File: src/rtl/fr_rx_pkg.sv
package fr_rx_pkg;
  // line codes
  localparam logic [7:0] FLAG_PAT   = 8'h7E;
  localparam int         STUFF_RUN  = 5;
  localparam int         FLAG_RUN   = 6;
  localparam int         RUN_MAX    = 7;
  localparam int         RUN_W      = $clog2(RUN_MAX + 1);

  // address field geometry
  localparam int OCT1_BITS    = 6;
  localparam int OCT2_BITS    = 4;
  localparam int EXT_BITS     = 7;
  localparam int MAX_ADDR_OCT = 4;
  localparam int ID_W         = OCT1_BITS + OCT2_BITS + (MAX_ADDR_OCT - 2) * EXT_BITS;
  localparam int IDX_W        = $clog2(MAX_ADDR_OCT + 1);

  // management identifiers
  localparam int MGMT_LO = 0;
  localparam int MGMT_HI = 1023;

  // frame check sequences (reflected register, LSB first)
  localparam int          FCS16_OCT = 2;
  localparam int          FCS32_OCT = 4;
  localparam logic [15:0] POLY16    = 16'h8408;
  localparam logic [15:0] RES16     = 16'hF0B8;
  localparam logic [31:0] POLY32    = 32'hEDB88320;
  localparam logic [31:0] RES32     = 32'hDEBB20E3;
endpackage

File: src/rtl/fr_bit_deframer.sv
module fr_bit_deframer
  import fr_rx_pkg::*;
(
  input  logic       clk,
  input  logic       rst,
  input  logic       bit_en,
  input  logic       bit_in,
  output logic       byte_stb,
  output logic [7:0] byte_data,
  output logic       flag_stb,
  output logic       flag_aligned,
  output logic       abort_stb
);
  localparam logic [RUN_W-1:0] STUFF_N = RUN_W'(STUFF_RUN);
  localparam logic [RUN_W-1:0] FLAG_N  = RUN_W'(FLAG_RUN);
  localparam logic [RUN_W-1:0] MAX_N   = RUN_W'(RUN_MAX);

  logic             hunting;
  logic [RUN_W-1:0] ones;
  logic [6:0]       sh;
  logic [2:0]       bcnt;
  logic             take;

  // a bit is frame data unless it is a stuffed zero, a flag end or hunting
  always_comb begin
    take = 1'b0;
    if (!hunting) begin
      if (bit_in) take = (ones < FLAG_N);
      else        take = (ones != STUFF_N) && (ones != FLAG_N);
    end
  end

  always_ff @(posedge clk) begin
    byte_stb  <= 1'b0;
    flag_stb  <= 1'b0;
    abort_stb <= 1'b0;
    if (rst) begin
      hunting      <= 1'b1;
      ones         <= '0;
      sh           <= '0;
      bcnt         <= '0;
      byte_data    <= '0;
      flag_aligned <= 1'b0;
    end else if (bit_en) begin
      if (bit_in) begin
        if (ones != MAX_N) ones <= ones + 1'b1;
        if (ones == FLAG_N) begin
          abort_stb <= !hunting;
          hunting   <= 1'b1;
          bcnt      <= '0;
        end
      end else begin
        ones <= '0;
        if (ones == FLAG_N) begin
          flag_stb     <= !hunting;
          flag_aligned <= (bcnt == 3'd7);
          hunting      <= 1'b0;
          bcnt         <= '0;
        end
      end
      if (take) begin
        sh <= {bit_in, sh[6:1]};
        if (bcnt == 3'd7) begin
          byte_stb  <= 1'b1;
          byte_data <= {bit_in, sh};
          bcnt      <= '0;
        end else begin
          bcnt <= bcnt + 1'b1;
        end
      end
    end
  end

  a_r7_abort_enters_hunt: assert property (@(posedge clk) disable iff (rst)
    abort_stb |-> hunting);
  a_r1_flag_restarts_octet: assert property (@(posedge clk) disable iff (rst)
    flag_stb |-> (bcnt == '0 && !hunting));
endmodule

File: src/rtl/fr_crc_lane.sv
module fr_crc_lane #(
  parameter int           W       = 16,
  parameter logic [W-1:0] POLY    = '0,
  parameter logic [W-1:0] RESIDUE = '0
) (
  input  logic       clk,
  input  logic       rst,
  input  logic       clr,
  input  logic       upd,
  input  logic [7:0] data,
  output logic       ok
);
  logic [W-1:0] crc;

  function automatic logic [W-1:0] step8(input logic [W-1:0] c, input logic [7:0] d);
    logic [W-1:0] r;
    r = c;
    for (int i = 0; i < 8; i++) begin
      if (r[0] ^ d[i]) r = (r >> 1) ^ POLY;
      else             r = r >> 1;
    end
    return r;
  endfunction

  always_ff @(posedge clk) begin
    if (rst || clr)  crc <= '1;
    else if (upd)    crc <= step8(crc, data);
  end

  assign ok = (crc == RESIDUE);
endmodule

File: src/rtl/fr_addr_parse.sv
module fr_addr_parse
  import fr_rx_pkg::*;
(
  input  logic            clk,
  input  logic            rst,
  input  logic            clr,
  input  logic            upd,
  input  logic [7:0]      data,
  output logic [ID_W-1:0] id,
  output logic            done,
  output logic            err,
  output logic [2:0]      len
);
  localparam logic [IDX_W-1:0] LAST_IDX = IDX_W'(MAX_ADDR_OCT - 1);

  logic [IDX_W-1:0] idx;

  always_ff @(posedge clk) begin
    if (rst || clr) begin
      idx  <= '0;
      id   <= '0;
      done <= 1'b0;
      err  <= 1'b0;
      len  <= '0;
    end else if (upd && !done && !err) begin
      idx <= idx + 1'b1;
      case (idx)
        IDX_W'(0): begin
          id <= ID_W'(data[7:8-OCT1_BITS]);
          if (data[0]) err <= 1'b1;
        end
        IDX_W'(1): begin
          id <= {id[ID_W-OCT2_BITS-1:0], data[7:8-OCT2_BITS]};
          if (data[0]) begin
            done <= 1'b1;
            len  <= 3'd2;
          end
        end
        default: begin
          id <= {id[ID_W-EXT_BITS-1:0], data[7:1]};
          if (data[0]) begin
            done <= 1'b1;
            len  <= 3'(idx + 1'b1);
          end else if (idx == LAST_IDX) begin
            err <= 1'b1;
          end
        end
      endcase
    end
  end

  a_r4_done_excludes_err: assert property (@(posedge clk) disable iff (rst)
    !(done && err));
  a_r4_len_in_range: assert property (@(posedge clk) disable iff (rst)
    done |-> (len >= 3'd2 && len <= 3'(MAX_ADDR_OCT)));
endmodule

File: src/rtl/fr_hdlc_rx.sv
module fr_hdlc_rx
  import fr_rx_pkg::*;
#(
  parameter int CNT_W = 16
) (
  input  logic            clk,
  input  logic            rst,
  input  logic            bit_en,
  input  logic            bit_in,
  input  logic            cfg_fcs32,
  input  logic            cfg_mgmt_hi,
  input  logic            cfg_transparent,
  output logic            out_valid,
  output logic [7:0]      out_data,
  output logic            out_sof,
  output logic            out_eof,
  output logic            out_good,
  output logic            out_abort,
  output logic [ID_W-1:0] out_dlci,
  output logic            out_mgmt
);
  localparam int HOLD_D = FCS32_OCT;

  logic            byte_stb, flag_stb, flag_aligned, abort_stb;
  logic [7:0]      byte_data;
  logic            frame_end;
  logic            ok16, ok32;
  logic [ID_W-1:0] a_id;
  logic            a_done, a_err;
  logic [2:0]      a_len;

  fr_bit_deframer u_deframer (
    .clk(clk), .rst(rst), .bit_en(bit_en), .bit_in(bit_in),
    .byte_stb(byte_stb), .byte_data(byte_data),
    .flag_stb(flag_stb), .flag_aligned(flag_aligned), .abort_stb(abort_stb)
  );

  assign frame_end = flag_stb | abort_stb;

  fr_crc_lane #(.W(16), .POLY(POLY16), .RESIDUE(RES16)) u_crc16 (
    .clk(clk), .rst(rst), .clr(frame_end), .upd(byte_stb), .data(byte_data), .ok(ok16)
  );

  fr_crc_lane #(.W(32), .POLY(POLY32), .RESIDUE(RES32)) u_crc32 (
    .clk(clk), .rst(rst), .clr(frame_end), .upd(byte_stb), .data(byte_data), .ok(ok32)
  );

  fr_addr_parse u_addr (
    .clk(clk), .rst(rst), .clr(frame_end), .upd(byte_stb), .data(byte_data),
    .id(a_id), .done(a_done), .err(a_err), .len(a_len)
  );

  logic [CNT_W-1:0] count, fcs_len;
  logic [7:0]       hold [HOLD_D];
  logic             fcs_ok, addr_ok, good_now, mgmt_hit;
  logic [ID_W-1:0]  mgmt_id;

  always_comb begin
    fcs_len  = cfg_fcs32 ? CNT_W'(FCS32_OCT) : CNT_W'(FCS16_OCT);
    fcs_ok   = cfg_fcs32 ? ok32 : ok16;
    addr_ok  = a_done && !a_err && (count >= CNT_W'(a_len) + fcs_len);
    mgmt_id  = cfg_mgmt_hi ? ID_W'(MGMT_HI) : ID_W'(MGMT_LO);
    mgmt_hit = addr_ok && (a_id == mgmt_id);
    if (cfg_transparent) good_now = flag_aligned && fcs_ok && (count > fcs_len);
    else                 good_now = flag_aligned && fcs_ok && addr_ok;
  end

  always_ff @(posedge clk) begin
    out_valid <= 1'b0;
    out_sof   <= 1'b0;
    out_eof   <= 1'b0;
    out_good  <= 1'b0;
    out_abort <= 1'b0;
    out_mgmt  <= 1'b0;
    out_dlci  <= '0;
    if (rst) begin
      count    <= '0;
      out_data <= '0;
      for (int i = 0; i < HOLD_D; i++) hold[i] <= '0;
    end else begin
      if (byte_stb) begin
        if (count != '1) count <= count + 1'b1;
        hold[0] <= byte_data;
        for (int i = 1; i < HOLD_D; i++) hold[i] <= hold[i-1];
        if (count >= fcs_len) begin
          out_valid <= 1'b1;
          out_data  <= cfg_fcs32 ? hold[FCS32_OCT-1] : hold[FCS16_OCT-1];
          out_sof   <= (count == fcs_len);
        end
      end
      if (frame_end) begin
        count <= '0;
        if (count != '0) begin
          out_eof <= 1'b1;
          if (abort_stb) begin
            out_abort <= 1'b1;
          end else begin
            out_good <= good_now;
            if (!cfg_transparent && addr_ok) begin
              out_dlci <= a_id;
              out_mgmt <= mgmt_hit;
            end
          end
        end
      end
    end
  end

  a_r10_sof_on_byte: assert property (@(posedge clk) disable iff (rst)
    out_sof |-> out_valid);
  a_r1_eof_apart_from_byte: assert property (@(posedge clk) disable iff (rst)
    !(out_valid && out_eof));
  a_r7_abort_is_bad: assert property (@(posedge clk) disable iff (rst)
    out_abort |-> (out_eof && !out_good && !out_mgmt));
  a_r3_good_only_at_end: assert property (@(posedge clk) disable iff (rst)
    out_good |-> out_eof);
  a_r5_mgmt_id_value: assert property (@(posedge clk) disable iff (rst)
    out_mgmt |-> (out_dlci == ID_W'(MGMT_LO) || out_dlci == ID_W'(MGMT_HI)));
  a_r6_transparent_quiet: assert property (@(posedge clk) disable iff (rst)
    (out_eof && $past(cfg_transparent)) |-> (!out_mgmt && out_dlci == '0));
endmodule

File: config.mk
export PLATFORM = sky130hd
export DESIGN_NAME = fr_hdlc_rx
export DESIGN_NICKNAME = d
export VERILOG_FILES = /design/src/rtl/fr_rx_pkg.sv /design/src/rtl/fr_bit_deframer.sv /design/src/rtl/fr_crc_lane.sv /design/src/rtl/fr_addr_parse.sv /design/src/rtl/fr_hdlc_rx.sv
export SDC_FILE = /design/constraint.sdc
export NUM_CORES = 1
export LEC_CHECK = 0
export BUFFER_PORTS_ARGS = -buffer_cell sky130_fd_sc_hd__buf_2
export CORE_AREA = 2 2 182 139
export CTS_CLUSTER_DIAMETER = 30
export DETAILED_ROUTE_END_ITERATION = 12
export DIE_AREA = 0 0 184 141
export SYNTH_ARGS = -nofsm -noshare
export SYNTH_HDL_FRONTEND = slang
export SYNTH_SLANG_ARGS = --single-unit
File: constraint.sdc
create_clock -name clk -period 9.1 [get_ports clk]
set_clock_uncertainty 0.15 [all_clocks]
set_input_delay 0.455 -clock clk [delete_from_list [all_inputs] [get_ports clk]]
set_output_delay 0.455 -clock clk [all_outputs]
set_load 0.01 [all_outputs]
# After elaboration in Yosys (flattened, before gate mapping)
# Memory sizes are Yosys's and may differ from the RTL's.
# Index checks and enable logic that the tools add are counted.
[classes]
n_mux = 81
reduce_logical = 39
eq_ne = 15
addsub = 5
n_lt_le_gt_ge = 4
n_bitwise = 47
[ops]
columns = ["cell", "n"]
rows = [
  ["2-to-1 mux 32 bit", 22],
  ["2-to-1 mux 16 bit", 22],
  ["inverter 13 -> 14 bit", 8],
  ["case mux 24 bit (2 select lines)", 1],
  ["2-to-1 mux 8 bit", 5],
  ["== test 32 bit (second input constant)", 1],
  ["== test 24 x 10 -> 1 bit", 1],
  ["2-to-1 mux 3 bit", 8],
  ["inverter 2 -> 3 bit", 8],
  ["2-to-1 mux 1 bit", 20],
  ["adder 16 x 1 -> 16 bit (second input constant)", 1],
  ["== test 16 bit (second input constant)", 1],
  ["== test 16 x 3 -> 1 bit", 1],
  ["greater-or-equal comparator 16 x 3 -> 1 bit", 1],
  ["greater-or-equal comparator 16 x 4 -> 1 bit", 1],
  ["greater-than comparator 16 x 3 -> 1 bit", 1],
  ["!= test 16 bit (second input constant)", 1],
  ["nonzero test 16 bit", 1],
  ["bitwise XOR 1 bit", 16],
  ["OR reduction 3 bit", 5],
  ["AND reduction 2 bit", 6],
  ["logical AND 1 bit", 10],
  ["2-to-1 mux 10 bit", 1],
  ["inverter 1 bit", 10],
  ["other kinds (21)", 39],
]
[word_totals]
n_memories = 1
regBits = 160
wordCells = 217
ram_bits = 32
inputBits = 7
[memory_table]
columns = ["name", "words", "width", "read_ports", "rd_ports_with_merged_regs", "wr", "line", "source"]
rows = [
  ["hold", 4, 8, 4, 0, 4, "fr_hdlc_rx.sv:54", "logic [7:0] hold [HOLD_D];"],
]

# Depth between registers and ports, before layout
# Gate-level depths: netlist (run 1).
[depth]
depth_word = 30
mapped_depth = 11
depth_no_buf = 9

# Cells and area by module
# From an unflattened synthesis (run 1), not the netlist that was laid out.
[unflattened]
hier_cells = 892
area_unflattened_um2 = 9085.0
[modules_own_cells]
columns = ["module", "instances", "cells_per_inst", "area_each_um2", "seq_area_each_um2"]
rows = [
  ["fr_hdlc_rx", 1, 310, 3524.6, 2042.0],
  ["fr_crc_lane (u_crc32)", 1, 217, 1969.4, 640.6],
  ["fr_addr_parse", 1, 163, 1420.1, 640.6],
  ["fr_bit_deframer", 1, 114, 1207.4, 520.5],
  ["fr_crc_lane (u_crc16)", 1, 88, 963.4, 320.3],
]

# Worst setup path before layout (run 1)
# Ideal clock, no wire load.
[synth_timing]
path_kind = "input to register"
start = "input port cfg_fcs32"
end = "register out_dlci[10]"
slack_ps = 5880
t_arrival_ps = 2955
cell_stages = 11
required_ps = 8835
path_cell_list = "clkbuf_1 inv_1 ha_1 inv_1 fa_1 ha_1 a21o_1 a211oi_1 nor4_4 clkbuf_2 and2_1"
[synth_via]
elab_chain_len = 7
[synth_lines]
columns = ["item", "line", "source"]
rows = [
  ["start, declared", "fr_hdlc_rx.sv:10", "input logic cfg_fcs32,"],
  ["2-to-1 mux 3 bit", "fr_hdlc_rx.sv:59", "fcs_len = cfg_fcs32 ? CNT_W'(FCS32_OCT) : CNT_W'(FCS16_OCT);"],
  ["adder 3 x 3 -> 4 bit", "fr_hdlc_rx.sv:61", "addr_ok = a_done && !a_err && (count >= CNT_W'(a_len) + fcs_len);"],
  ["greater-or-equal comparator 16 x 4 -> 1 bit", "fr_hdlc_rx.sv:61", ""],
  ["logical AND 1 bit", "fr_hdlc_rx.sv:61", ""],
  ["logical AND 1 bit", "fr_hdlc_rx.sv:99", "if (!cfg_transparent && addr_ok) begin"],
  ["inverter 1 bit (no source line)", "n/a", ""],
  ["OR reduction 5 bit (no source line)", "n/a", ""],
  ["end signal, assigned", "fr_hdlc_rx.sv:100", "out_dlci <= a_id;"],
  ["end, declared", "fr_hdlc_rx.sv:19", "output logic [ID_W-1:0] out_dlci,"],
]
# No other way between the ends.
# A chain may end at the register's enable or synchronous reset.

# Final worst setup path (run 1)
[layout_timing]
start = "input port cfg_fcs32"
end = "register out_mgmt"
[layout_via]
elab_chain_len = 7
elab_cells_between_ends = 8
[layout_lines]
columns = ["item", "line", "source"]
rows = [
  ["2-to-1 mux 3 bit *", "fr_hdlc_rx.sv:59", ""],
  ["adder 3 x 3 -> 4 bit *", "fr_hdlc_rx.sv:61", ""],
  ["greater-or-equal comparator 16 x 4 -> 1 bit *", "fr_hdlc_rx.sv:61", ""],
  ["logical AND 1 bit *", "fr_hdlc_rx.sv:61", ""],
  ["logical AND 1 bit", "fr_hdlc_rx.sv:99", ""],
  ["inverter 1 bit (no source line)", "n/a", ""],
  ["OR reduction 5 bit (no source line)", "n/a", ""],
  ["end signal, assigned", "fr_hdlc_rx.sv:101", "out_mgmt <= mgmt_hit;"],
  ["end, declared", "fr_hdlc_rx.sv:20", "output logic out_mgmt"],
]
# Every way passes the cells marked *; elsewhere a longest branch is shown, timed or not.

==> results.py, run 1 <==
metrics = {
    "timing": {
        "rsz0062_at_grt": "false",
        "fmax_mhz": 326,
        "finalSetupViolCount": 0,
        "worstMarginPinSlew_ns": 1.11,
        "whs_ns": 0.193,
        "slew_headroom_pct": 25.4,
        "finalCritPeriodShare_pct": 33.7,
        "fin_crit_ns": 3.07,
        "report.final.slew_viol_count": 0,
        "finalHoldViolations": 0,
        "fin_setup_tns_ns": 0,
    },
    "logic_synthesis": {
        "yosys.area.top_type_share_pct": 36.4,
        "syn-instance-count": 931,
        "synth_top_area_cell": "dfxtp_1",
        "synth.most_common_cell": "dfxtp_1",
        "synth_area_mm2": 0.00880,
        "synth-main-ff-cell": "dfxtp_1",
        "syn_nets": 958,
        "synthTopCellsByArea": "dfxtp_1, edfxtp_1, xnor2_1",
        "synth-seq-cells": 192,
        "synth_cell_types": 57,
        "syn-mean-instance-area_um2": 9.45,
        "synth_edf_count": 32,
        "yosys-top-cells-count": "dfxtp_1, nand2_1, nor2_1",
        "ys_seq_area_share_pct": 47.3,
        "synth-async-reset-ratio_pct": 0,
        "ys_warn_count": 0,
    },
    "grt": {
        "use_met1_pct": 22.5,
        "grt_pass1_wl_mm": 31.1,
        "grt_max_degree": 76,
        "grt_use_met3_pct": 3.69,
        "use_met2_pct": 22.0,
        "grt_overflow": 0,
        "grt_pass1_vias": 5790,
        "antenna_found_initial": 1,
        "grt.busiest_layer": "met1",
        "grt_use_total_pct": 15.2,
    },
    "finish": {
        "final_area_mm2": 0.00985,
        "drive_gt1_share_pct": 10.9,
        "num-fill-cells": 2457,
        "final_net_count": 973,
        "area_growth_pct": 11.9,
        "utilization_pct": 40.4,
        "multi_input_area_mm2": 0.00437,
        "regArea_mm2": 0.00417,
    },
    "pwr": {
        "leakagePower_nw": 3.54,
        "total_power_mw": 1.64,
        "power-per-cell-area_mw_per_mm2": 167,
        "peakVddDrop_uv": 106,
    },
    "detailed_routing": {
        "dr.first_iter.drc_count": 528,
        "ant_nets": 0,
        "drc": 0,
        "viasPerCell": 4.94,
        "vias": 6286,
        "drtPass1Iterations": 5,
        "routed_wl_mm": 18.6,
        "wire_per_inst_um": 14.6,
    },
    "die": {
        "pin_count": 45,
        "die_x_um": 184,
        "rows": 50,
        "die_area_mm2": 0.0259,
        "start_util_pct": 36.1,
        "core_area_mm2": 0.0244,
        "die_y_um": 141,
    },
    "clock_tree": {
        "cts_hold_buf": 0,
        "cts_made_buffers": 17,
        "clock-sinks": 192,
        "cts_setup_buffers": 0,
        "cts_tree": "done",
        "post_cts_resized": 0,
        "cts-root-buf": "clkbuf_16",
        "cts.path.max_buffers": 2,
        "clk_latency_ns": 0.44,
        "htree_levels": 4,
        "clk_pin_slew_ns": 0.08,
    },
    "setup_path": {
        "end_kind": "flop",
        "required_ns": 9.33,
        "worstPathArrival_ns": 3.30,
        "cp-start-kind": "input pin",
        "crit_type": "in2reg",
        "cp_max_fo": 25,
    },
    "placement": {
        "dp_hpwl_mm": 12.1,
        "place.gp.congestion": 0.778,
        "io_buffers": 44,
        "placed_cell_area_mm2": 0.00925,
    },
    "hold_path": {
        "hp-class": "in2reg",
    },
    "flow_run": {
        "maxCapViolations": 0,
    },
    "outcome": {
        "status": "finished clean",
    },
}
final timing paths:
| path | slack, ns | to | cells past startpoint | from |
|---|---|---|---|---|
| worst max-delay path | 6.03 | out_mgmt | 10 | cfg_fcs32 |
| worst min-delay path | 0.19 | out_good | 2 | cfg_transparent |
| worst max register to register | 6.19 | u_addr.len[2] | 8 | u_deframer.byte_stb |
| worst min register to register | 0.32 | u_deframer.byte_data[0] | 2 | u_deframer.sh[0] |
critical path, stage by stage:
cell and delay, ns:
buf_2 0.34, inv_1 0.20, ha_1 0.25, inv_1 0.06, fa_1 0.42, ha_1 0.29, a21o_1 0.10, a211oi_1 0.11
nor4_4 0.79, and3_1 0.26
power by group:
| part | leakage [nW] | internal, mW | total [mW] | switching (mW) |
|---|---|---|---|---|
| registers | 1.61 | 0.867 | 0.868 | 0.00184 |
| clock network | 0.290 | 0.373 | 0.746 | 0.373 |
| logic | 1.63 | 0.00650 | 0.0267 | 0.0202 |
| total | 3.54 | 1.25 | 1.64 | 0.395 |
sequential cells by signal, indices dropped and copies added, names as in the netlist, 3 cells and up:
name                  count
count                    16
u_deframer.bcnt           3
u_deframer.sh             7
out_data                  8
u_deframer.byte_data      8
u_addr.len                3
u_crc16.crc              16
hold                     32
u_addr.id                24
u_addr.idx                3
u_deframer.ones           3
out_dlci                 24
u_crc32.crc              32
logic make-up (layout without fill, tap and decap cells):
logic type      count (synthesis)  count (layout)  synth area share [%]
flops                         192             192                  47.3
fa+ha+maj                      20              20                  2.93
mux                            21              21                  2.39
compound gates                124             124                  8.99
xor+xnor                      114             114                  13.7
buf+inv                        71              99                  3.24
other cells                     0               1                     0
simple gates                  389             389                  21.4
cell usage in the layout, fill, tap and decap left out, types with 6 or more instances in the layout:
cell type | synthesis | layout
a211oi_1 | 13 | 13
a21oi_1 | 29 | 29
a221oi_1 | 6 | 6
a311oi_1 | 19 | 18
and2_1 | 55 | 55
buf_2 | 4 | 44
buf_4 | 3 | 6
clkbuf_16 | 0 | 17
dfxtp_1 | 160 | 159
edfxtp_1 | 32 | 32
ha_1 | 19 | 19
inv_1 | 16 | 16
mux2i_1 | 21 | 21
nand2_1 | 113 | 113
nand3_1 | 35 | 35
nand4_1 | 13 | 13
nor2_1 | 111 | 111
nor3_1 | 14 | 12
nor4_1 | 15 | 15
o21ai_0 | 39 | 39
xnor2_1 | 66 | 66
xnor2_2 | 6 | 6
xor2_1 | 32 | 32
routing by layer:
layer  vias to the layer above  part of all wire [%]
li1                       3219                     -
met1                      2973                    53
met2                        86                    42
met3                         8                   4.2
met4                         0                  0.74
met5                         -                     0
through the flow:
stage	std cells	setup WS, ns
6_report	1272	6.03
5_1_grt	1271	5.77
4_1_cts	1271	6.00
3_5_place_dp	1239	5.53
3_3_place_gp	1239	5.59
2_1_floorplan	931	5.88
layout make-up:
type / count / area share (%)
inverters: 17 / 0.648
multi-input cells: 668 / 44.3
repair buffers: 50 / 2.69
well taps: 312 / 3.96
diodes: 1 / 0.0254
clock buffers: 18 / 4.36
flip-flops and latches: 192 / 42.3
clock inverters: 14 / 1.68
Note: power is estimated with default switching activity, not from simulation.
==> run 2: changes to the inputs <==
- clock period: 9.1 -> 3 ns (I/O delays scaled with it)
==> run 2 against run 1 <==
  * Sequential cell count unchanged
  * Setup slack worse by 5.8 ns
  * Critical path depth shrank 1
  * Final area increased by 1.6%
==> results.py, run 2 (synthesized netlist as in run 1, its figures left out) <==
metrics = {
    "setup_path": {
        "crit_start": "u_addr.len[1]",
        "r2r-end": "out_good",
        "cp-start-kind": "flop",
        "cp_max_fo": 2,
        "worstPathArrival_ns": 2.99,
        "rr_startpoint": "u_addr.len[1]",
        "crit_type": "reg2reg",
        "required_ns": 3.19,
        "crit_path_end": "out_good",
        "end_kind": "flop",
        "reg2regPathDepth": 9,
        "worst-r2r-setup-slack_ns": 0.19,
    },
    "die": {
        "start_util_pct": 36.1,
        "pin_count": 45,
        "rows": 50,
        "die_x_um": 184,
        "die_y_um": 141,
        "core_area_mm2": 0.0244,
        "die_area_mm2": 0.0259,
    },
    "detailed_routing": {
        "drtPass1Iterations": 5,
        "ant_nets": 0,
        "drc": 0,
        "viasPerCell": 4.91,
        "wire_per_inst_um": 14.5,
        "vias": 6318,
        "dr.first_iter.drc_count": 502,
        "routed_wl_mm": 18.7,
    },
    "grt": {
        "antenna_found_initial": 1,
        "grt_max_degree": 73,
        "grt_pass1_vias": 5952,
        "use_met1_pct": 21.7,
        "grt_pass1_wl_mm": 31.2,
        "grt.busiest_layer": "met2",
        "use_met2_pct": 22.5,
        "grt_use_met3_pct": 3.85,
        "grt_use_total_pct": 15.1,
        "grt_overflow": 0,
    },
    "timing": {
        "finalSetupViolCount": 0,
        "finalCritPeriodShare_pct": 93.5,
        "fin_setup_tns_ns": 0,
        "report.final.slew_viol_count": 0,
        "slew_headroom_pct": 33.7,
        "rsz0062_at_grt": "false",
        "fmax_mhz": 357,
        "fin_crit_ns": 2.81,
        "worstMarginPinSlew_ns": 0.988,
        "finalHoldViolations": 0,
    },
    "finish": {
        "multi_input_area_mm2": 0.00437,
        "final_net_count": 988,
        "top_regs": "hold: 32 flops, u_crc32.crc: 32 flops",
        "drive_gt1_share_pct": 12.0,
        "utilization_pct": 41.0,
        "area_growth_pct": 13.7,
        "regArea_mm2": 0.00417,
        "most-common-layout-cells": "dfxtp_1, nand2_1, nor2_1",
        "final_area_mm2": 0.0100,
        "num-fill-cells": 2413,
        "layout.cells.most_common": "dfxtp_1",
        "fin_cells": 1287,
    },
    "clock_tree": {
        "cts-root-buf": "clkbuf_16",
        "cts_setup_buffers": 0,
        "clk_pin_slew_ns": 0.08,
        "cts_made_buffers": 17,
        "htree_levels": 4,
        "cts_tree": "done",
        "cts.path.max_buffers": 2,
        "clock-sinks": 192,
        "clk_latency_ns": 0.45,
    },
    "pwr": {
        "power-per-cell-area_mw_per_mm2": 507,
        "leakagePower_nw": 3.62,
        "total_power_mw": 5.07,
        "peakVddDrop_uv": 393,
    },
    "placement": {
        "dp_hpwl_mm": 12.2,
        "placed_cell_area_mm2": 0.00933,
        "place.gp.congestion": 0.793,
        "io_buffers": 44,
        "placedCellCount": 1249,
    },
    "hold_path": {
        "hp-class": "in2reg",
    },
    "flow_run": {
        "maxCapViolations": 0,
    },
    "outcome": {
        "status": "finished clean",
    },
}
[run 2: cell count changes in the layout (fill, tap and decap cells not counted)]
| cell | change |
|---|---|
| clkinv_8 | +1 |
| clkinv_4 | -2 |
| inv_8 | -4 |
| dlygate4sd3_1 | +5 |
| a211oi_1 | -1 |
| buf_4 | +10 |
| inv_12 | +3 |
| clkbuf_1 | -1 |
| a211oi_2 | +1 |
| inv_6 | +3 |
[run 2: layer usage]
metal | vias to the layer above | part of all wire [%]
li1 | 3248 | -
met1 | 2953 | 52
met2 | 103 | 43
met3 | 14 | 4.2
met4 | 0 | 1.1
met5 | - | 0
[run 2: how the worst min path moves through the flow]
stage               slack (ns)             from  cells past startpoint                 end
CTS                       0.10              rst                      3    u_deframer.sh[5]
global route              0.13              rst                      3  u_deframer.bcnt[2]
finish                    0.12              rst                      3  u_deframer.bcnt[2]
detailed placement        0.31  cfg_transparent                      2            out_good
floorplan                 0.12  cfg_transparent                      1            out_good
global placement          0.29  cfg_transparent                      2            out_good
[run 2: worst max-delay path, cell delays in order, from the launching register on]
cell,delay (ns)
dfxtp_1,0.32
ha_1,0.17
inv_1,0.06
fa_1,0.42
ha_1,0.29
a21o_1,0.17
a211oi_2,0.35
nor2_1,0.07
o21a_1,0.17
dlygate4sd3_1,0.54
[run 2: cell type report]
type	instances	area share (%)
multi-input cells	668	43.7
clock buffers	17	4.25
clock inverters	15	1.94
inverters	17	0.638
repair buffers	65	3.90
well taps	312	3.90
diodes	1	0.0250
flip-flops and latches	192	41.6
[run 2: where the power goes]
group	total [mW]	internal, mW	switching, mW
Combinational	0.0894	0.0260	0.0634
Sequential	2.63	2.63	0.00575
Clock	2.35	1.15	1.19
[run 2: what timing repair did]
action                                  CTS  global route
hold endpoints to repair                 11             0
endpoints found under the setup margin    0            17
hold buffers                              5             0
resized for setup                         0             1
[run 2: stage by stage]
stage	setup slack, ns	hold slack (ns)
3_5_place_dp	-0.0145	0.315
5_1_grt	0.0301	0.129
3_3_place_gp	0.0763	0.295
4_1_cts	0.0518	0.103
6_report	0.195	0.117
2_1_floorplan	0.0852	0.124
